<file path="config.mk">
export PLATFORM = sky130hd
export DESIGN_NAME = glitch_campaign_seq
export DESIGN_NICKNAME = d
export VERILOG_FILES = /design/src/rtl/gcs_pkg.sv /design/src/rtl/gcs_phase_timer.sv /design/src/rtl/gcs_delay_sweep.sv /design/src/rtl/gcs_event_counter.sv /design/src/rtl/glitch_campaign_seq.sv
export SDC_FILE = /design/constraint.sdc
export NUM_CORES = 1
export LEC_CHECK = 0
export ABC_AREA = 0
export BUFFER_PORTS_ARGS = -buffer_cell sky130_fd_sc_hd__buf_2
export CAP_MARGIN = 10
export CORE_MARGIN = 5
export CORE_UTILIZATION = 44
export CTS_CLUSTER_SIZE = 30
export DETAILED_ROUTE_END_ITERATION = 8
export GPL_ROUTABILITY_DRIVEN = 0
export GPL_TIMING_DRIVEN = 0
export PLACE_DENSITY = 0.76
export REMOVE_ABC_BUFFERS = 1
export SLEW_MARGIN = 20
export SYNTH_ARGS = -nofsm -noshare
export SYNTH_HDL_FRONTEND = slang
export SYNTH_SLANG_ARGS = --single-unit
</file>
<file path="constraint.sdc">
create_clock -name clk -period 3.9 [get_ports clk]
set_clock_uncertainty 0.1 [all_clocks]
set_input_delay 0.39 -clock clk [delete_from_list [all_inputs] [get_ports clk]]
set_output_delay 0.39 -clock clk [all_outputs]
set_load 0.1 [all_outputs]
</file>
<file path="src/rtl/gcs_pkg.sv">
package gcs_pkg;

    localparam int CNT_W = 16;
    localparam int ATT_W = 32;

    localparam logic [7:0]  ID_AP     = 8'h00;
    localparam logic [7:0]  ID_OFFSET = 8'hFC;
    localparam logic [31:0] ID_LOCKED = 32'h2300_0000;
    localparam logic [31:0] ID_OPEN   = 32'h2477_0011;

    typedef enum logic [2:0] {
        ST_IDLE  = 3'd0,
        ST_HOLD  = 3'd1,
        ST_WAIT  = 3'd2,
        ST_PULSE = 3'd3,
        ST_READ  = 3'd4,
        ST_DONE  = 3'd5
    } gcs_state_e;

endpackage

</file>
<file path="src/rtl/gcs_phase_timer.sv">
// Down-counter that measures the length of one phase; a load of N
// makes done rise in the N-th cycle of the phase (0 behaves as 1).
module gcs_phase_timer #(
    parameter int W = 16
) (
    input  logic         clk,
    input  logic         rst_n,
    input  logic         load,
    input  logic [W-1:0] load_val,
    output logic         done
);
    logic [W-1:0] cnt_q;

    always_ff @(posedge clk or negedge rst_n) begin
        if (!rst_n) begin
            cnt_q <= '0;
        end else if (load) begin
            cnt_q <= (load_val == '0) ? '0 : load_val - 1'b1;
        end else if (cnt_q != '0) begin
            cnt_q <= cnt_q - 1'b1;
        end
    end

    assign done = (cnt_q == '0);
endmodule

</file>
<file path="src/rtl/gcs_delay_sweep.sv">
// Holds the glitch delay of the running trial and steps it with wrap.
module gcs_delay_sweep #(
    parameter int W = 16
) (
    input  logic         clk,
    input  logic         rst_n,
    input  logic         init,
    input  logic         adv,
    input  logic [W-1:0] dly_min,
    input  logic [W-1:0] dly_max,
    input  logic [W-1:0] dly_step,
    output logic [W-1:0] cur
);
    logic [W:0]   sum;
    logic [W-1:0] cur_q;

    assign sum = {1'b0, cur_q} + {1'b0, dly_step};

    always_ff @(posedge clk or negedge rst_n) begin
        if (!rst_n) begin
            cur_q <= '0;
        end else if (init) begin
            cur_q <= dly_min;
        end else if (adv) begin
            cur_q <= (sum > {1'b0, dly_max}) ? dly_min : sum[W-1:0];
        end
    end

    assign cur = cur_q;
endmodule

</file>
<file path="src/rtl/gcs_event_counter.sv">
// Clearable event counter; a clear and an increment together give 1.
module gcs_event_counter #(
    parameter int W = 32
) (
    input  logic         clk,
    input  logic         rst_n,
    input  logic         clr,
    input  logic         inc,
    output logic [W-1:0] value
);
    logic [W-1:0] cnt_q;

    always_ff @(posedge clk or negedge rst_n) begin
        if (!rst_n) begin
            cnt_q <= '0;
        end else if (clr) begin
            cnt_q <= W'(inc);
        end else if (inc) begin
            cnt_q <= cnt_q + 1'b1;
        end
    end

    assign value = cnt_q;
endmodule

</file>
<file path="src/rtl/glitch_campaign_seq.sv">
module glitch_campaign_seq
    import gcs_pkg::*;
#(
    parameter int CW = CNT_W,
    parameter int AW = ATT_W
) (
    input  logic          clk,
    input  logic          rst_n,
    input  logic          start,
    input  logic          abort,
    input  logic [CW-1:0] cfg_hold,
    input  logic [CW-1:0] cfg_delay_min,
    input  logic [CW-1:0] cfg_delay_max,
    input  logic [CW-1:0] cfg_delay_step,
    input  logic [CW-1:0] cfg_pulse,
    input  logic [CW-1:0] cfg_timeout,
    output logic          tgt_rst_n,
    output logic          glitch,
    output logic          rd_req,
    output logic [7:0]    rd_ap,
    output logic [7:0]    rd_addr,
    input  logic          rd_ack,
    input  logic [31:0]   rd_data,
    output logic          busy,
    output logic          success,
    output logic [AW-1:0] attempts,
    output logic [AW-1:0] fault_cnt,
    output logic [CW-1:0] win_delay
);
    gcs_state_e    state_q, state_d;

    logic          tmr_load;
    logic [CW-1:0] tmr_val;
    logic          tmr_done;
    logic          sw_init, sw_adv;
    logic [CW-1:0] cur_delay;
    logic          att_clr, att_inc;
    logic          flt_inc;
    logic          win_cap, win_clr;
    logic [CW-1:0] win_q;

    gcs_phase_timer #(.W(CW)) u_timer (
        .clk      (clk),
        .rst_n    (rst_n),
        .load     (tmr_load),
        .load_val (tmr_val),
        .done     (tmr_done)
    );

    gcs_delay_sweep #(.W(CW)) u_sweep (
        .clk      (clk),
        .rst_n    (rst_n),
        .init     (sw_init),
        .adv      (sw_adv),
        .dly_min  (cfg_delay_min),
        .dly_max  (cfg_delay_max),
        .dly_step (cfg_delay_step),
        .cur      (cur_delay)
    );

    gcs_event_counter #(.W(AW)) u_attempts (
        .clk   (clk),
        .rst_n (rst_n),
        .clr   (att_clr),
        .inc   (att_inc),
        .value (attempts)
    );

    gcs_event_counter #(.W(AW)) u_faults (
        .clk   (clk),
        .rst_n (rst_n),
        .clr   (att_clr),
        .inc   (flt_inc),
        .value (fault_cnt)
    );

    // Transition logic
    always_comb begin
        state_d  = state_q;
        tmr_load = 1'b0;
        tmr_val  = cfg_hold;
        sw_init  = 1'b0;
        sw_adv   = 1'b0;
        att_clr  = 1'b0;
        att_inc  = 1'b0;
        flt_inc  = 1'b0;
        win_cap  = 1'b0;
        win_clr  = 1'b0;
        if (abort) begin
            state_d = ST_IDLE;
        end else begin
            unique case (state_q)
                ST_IDLE, ST_DONE: begin
                    if (start) begin
                        state_d  = ST_HOLD;
                        tmr_load = 1'b1;
                        tmr_val  = cfg_hold;
                        sw_init  = 1'b1;
                        att_clr  = 1'b1;
                        att_inc  = 1'b1;
                        win_clr  = 1'b1;
                    end
                end
                ST_HOLD: begin
                    if (tmr_done) begin
                        state_d  = ST_WAIT;
                        tmr_load = 1'b1;
                        tmr_val  = cur_delay;
                    end
                end
                ST_WAIT: begin
                    if (tmr_done) begin
                        state_d  = ST_PULSE;
                        tmr_load = 1'b1;
                        tmr_val  = cfg_pulse;
                    end
                end
                ST_PULSE: begin
                    if (tmr_done) begin
                        state_d  = ST_READ;
                        tmr_load = 1'b1;
                        tmr_val  = cfg_timeout;
                    end
                end
                ST_READ: begin
                    if (rd_ack && rd_data == ID_OPEN) begin
                        state_d = ST_DONE;
                        win_cap = 1'b1;
                    end else if (rd_ack || tmr_done) begin
                        state_d  = ST_HOLD;
                        tmr_load = 1'b1;
                        tmr_val  = cfg_hold;
                        sw_adv   = 1'b1;
                        att_inc  = 1'b1;
                        flt_inc  = !(rd_ack && rd_data == ID_LOCKED);
                    end
                end
                default: state_d = ST_IDLE;
            endcase
        end
    end

    // State register and captured winning delay
    always_ff @(posedge clk or negedge rst_n) begin
        if (!rst_n) begin
            state_q <= ST_IDLE;
            win_q   <= '0;
        end else begin
            state_q <= state_d;
            if (win_clr) begin
                win_q <= '0;
            end else if (win_cap) begin
                win_q <= cur_delay;
            end
        end
    end

    // Moore outputs
    always_comb begin
        tgt_rst_n = 1'b1;
        glitch    = 1'b0;
        rd_req    = 1'b0;
        busy      = 1'b0;
        success   = 1'b0;
        unique case (state_q)
            ST_IDLE:  ;
            ST_HOLD:  begin tgt_rst_n = 1'b0; busy = 1'b1; end
            ST_WAIT:  busy = 1'b1;
            ST_PULSE: begin glitch = 1'b1; busy = 1'b1; end
            ST_READ:  begin rd_req = 1'b1; busy = 1'b1; end
            ST_DONE:  success = 1'b1;
            default:  ;
        endcase
    end

    assign rd_ap     = ID_AP;
    assign rd_addr   = ID_OFFSET;
    assign win_delay = win_q;

endmodule

</file>
==> results.sh <==
export IMPL_postPlaceCellArea_um2=9380
export IMPL_root_buffer="sky130_fd_sc_hd__clkbuf_16"
export IMPL_timing_setup_tns_ns=-2.42
export IMPL_syn2layout_area_growth_pct=26.4
export IMPL_core_rowCount=49
export IMPL_die_width_um=146
export IMPL_yosysWarnings=0
export IMPL_clk_path_buf_depth=2
export IMPL_slew_violations=0
export IMPL_async_reset_ff_frac=1.00
export IMPL_hold_ws_ns=0.157
export IMPL_layout_common_cells="216 x sky130_fd_sc_hd__buf_2, 111 x sky130_fd_sc_hd__dfrtp_1, 92 x sky130_fd_sc_hd__nand2_1"
export IMPL_synth_seq_cells=115
export IMPL_overflow=0
export IMPL_post_synth_cell_area_avg_um2=8.75
export IMPL_grt_pass1_wl_um=40000
export IMPL_detail_route_vias_per_cell=5.69
export IMPL_tritoncts="done"
export IMPL_route_final_wire_length_um=25400
export IMPL_drt_pre_antenna_iters=6
export IMPL_failed_checks="setup timing"
export IMPL_route_detailed_wl_per_inst_um=18.1
export IMPL_clk_pin_slew_ns=0.06
export IMPL_drc_errors=0
export IMPL_timing_worst_setup_path_type="flop to flop"
export IMPL_detailed_place_hpwl_um=18400
export IMPL_initial_utilization=0.450
export IMPL_first_iter_violations=536
export IMPL_io_buffers=217
export IMPL_worst_path_required_ns=4.05
export IMPL_synth_edf_count=0
export IMPL_finalWorstSetupSlack_ns=-0.218
export IMPL_worst_path_arrival_ns=4.27
export IMPL_grt_antenna_before_repair=2
export IMPL_synth_flop_cell="sky130_fd_sc_hd__dfrtp_1"
export IMPL_cts_max_level=4
export IMPL_tritoncts_num_sinks=115
export IMPL_end_kind="flop"
export IMPL_pin_count=234
export IMPL_design_die_area_um2=21400
export IMPL_status="complete, but fails checks"
export IMPL_layout_min_cycle_time_ns=4.12
export IMPL_routed_via_count=7952
export IMPL_final_common_cell="sky130_fd_sc_hd__buf_2"
export IMPL_post_route_cells_drive_above_1_share=0.295
export IMPL_synth_distinct_cells=81
export IMPL_tritoncts_num_buffers=17
export IMPL_die_h_um=146
export IMPL_worst_hold_path_type="input pin to flop"
export IMPL_p_per_area_nw_per_um2=710
export IMPL_place_worst_setup_slack_ns=-0.987
export IMPL_finish_instance_area_um2=10300
export IMPL_cellLeakagePower_nw=4.80
export IMPL_max_clock_freq_mhz=243
export IMPL_grt_setup_unrepaired="yes"
export IMPL_grt_use_total=0.229
export IMPL_grt_start_max_net_pins=73
export IMPL_clock_insertion_delay_worst_skew_ns=0.42
export IMPL_synth_sequential_area_ratio=0.352
export IMPL_tightest_slew_ns=1.06
export IMPL_timing_final_hold_violations=0
export IMPL_detail_route_antenna_nets=0
export IMPL_core_area_um2=18100
export IMPL_share_of_the_clock_period_used_by_the_worst_path=1.06
export IMPL_finalSetupViolCount=16
export IMPL_design_power_total_mw=7.33
export IMPL_vdd_ir_drop_max_mv=0.637
export IMPL_maxCapViolations=0
export IMPL_synthCells=933
export IMPL_design_final_nets=1329
export IMPL_crit_path_max_fanout=7
export IMPL_startpoint_type="flop"
export IMPL_grt_pass1_vias=7880
export IMPL_mappedNetlistArea_um2=8170
export IMPL_max_slew_headroom=0.294
-- metal layers --
layer	GRT usage	vias up	part of all wire
li1	-	3766	-
met1	0.302	3766	0.43
met2	0.362	354	0.46
met3	0.0502	64	0.069
met4	0.102	2	0.036
met5	0	-	0.00028
-- flip-flops by register name (all words and copies together) (netlist names) --
name              cells
u_attempts.value     32
u_faults.value       32
state_q               3
u_sweep.cur          16
u_timer.cnt_q        16
win_delay            16
-- worst paths after layout --
path                                        from                 to  slack, ns  cells after the start
worst min register to register      win_delay[9]       win_delay[9]       0.38                      2
max in group asynchronous                  rst_n  u_faults.value[8]       2.60                      3
worst max-delay path              u_sweep.cur[1]     u_sweep.cur[6]      -0.22                     16
min in group asynchronous                  rst_n     u_sweep.cur[7]       0.37                      2
worst max register to register    u_sweep.cur[1]     u_sweep.cur[6]      -0.22                     16
worst min-delay path            cfg_delay_min[4]     u_sweep.cur[4]       0.16                      3
-- cells in the mapped netlist, drive strengths merged, types with 19 or more instances --
cell type | count | area share
clkbuf | 21 | 0.0097
buf | 33 | 0.027
nand3 | 42 | 0.026
mux2i | 25 | 0.031
xnor2 | 53 | 0.057
nor2 | 80 | 0.037
and3 | 19 | 0.015
or3 | 21 | 0.016
xor2 | 33 | 0.035
ha | 38 | 0.058
nand2 | 94 | 0.044
o21ai | 64 | 0.041
a21oi | 44 | 0.027
nor3 | 29 | 0.020
dfrtp | 115 | 0.35
inv | 37 | 0.017
-- cell families (layout without fill, tap and decap cells) --
family / Yosys count / count (layout) / synth area share
adder cells (fa/ha/maj): 39 / 39 / 0.0607
AND/OR/NAND/NOR: 373 / 374 / 0.244
buffers and inverters: 91 / 311 / 0.0536
XOR/XNOR: 86 / 86 / 0.0922
flip-flops: 115 / 115 / 0.352
AO/OA/AOI/OAI: 193 / 193 / 0.153
other: 2 / 17 / 0.000920
multiplexers: 34 / 34 / 0.0431
-- final cells by class --
type / count / area [um^2]
diodes: 1 / 2.50
clock buffers: 21 / 470
clock inverters: 9 / 154
fillers: 1584 / 7820
inverters: 37 / 139
multi-input cells: 742 / 5050
flip-flops and latches: 115 / 2880
well taps: 229 / 287
repair buffers: 244 / 1340
-- report_power, final --
group	internal, mW	switching, mW
clock network	1.11	0.572
logic	1.33	2.48
registers	1.46	0.370
-- per-stage QoR --
stage               instances  utilization
floorplan                 893            -
global placement         1339        0.512
detailed placement       1343        0.517
CTS                      1395        0.566
global route             1398        0.569
finish                   1398        0.569
-- worst max-delay path, stage by stage, from the launching register on --
cell and delay (ns):
sky130_fd_sc_hd__dfrtp_2 0.43, sky130_fd_sc_hd__ha_4 0.23, sky130_fd_sc_hd__a211oi_2 0.23, sky130_fd_sc_hd__nor2_2 0.09, sky130_fd_sc_hd__o211ai_1 0.31, sky130_fd_sc_hd__a31oi_2 0.19
sky130_fd_sc_hd__or4b_2 0.67, sky130_fd_sc_hd__nand3_2 0.13, sky130_fd_sc_hd__ha_1 0.14, sky130_fd_sc_hd__nand4_1 0.09, sky130_fd_sc_hd__nor2_1 0.12, sky130_fd_sc_hd__nand3_1 0.11
sky130_fd_sc_hd__a211o_1 0.31, sky130_fd_sc_hd__a21oi_4 0.16, sky130_fd_sc_hd__and3_4 0.30, sky130_fd_sc_hd__mux2i_1 0.24, sky130_fd_sc_hd__o21ai_1 0.08
-- timing repair --
action                                  4_1_cts  5_1_grt
resized for setup                            24       12
hold buffers                                  1        0
endpoints found under the setup margin       33       58
setup buffers                                20        3
endpoints found under the hold margin        43        0
pin swaps                                    22        9
cloned                                        1        0
Power figures use the tool's default switching activity.
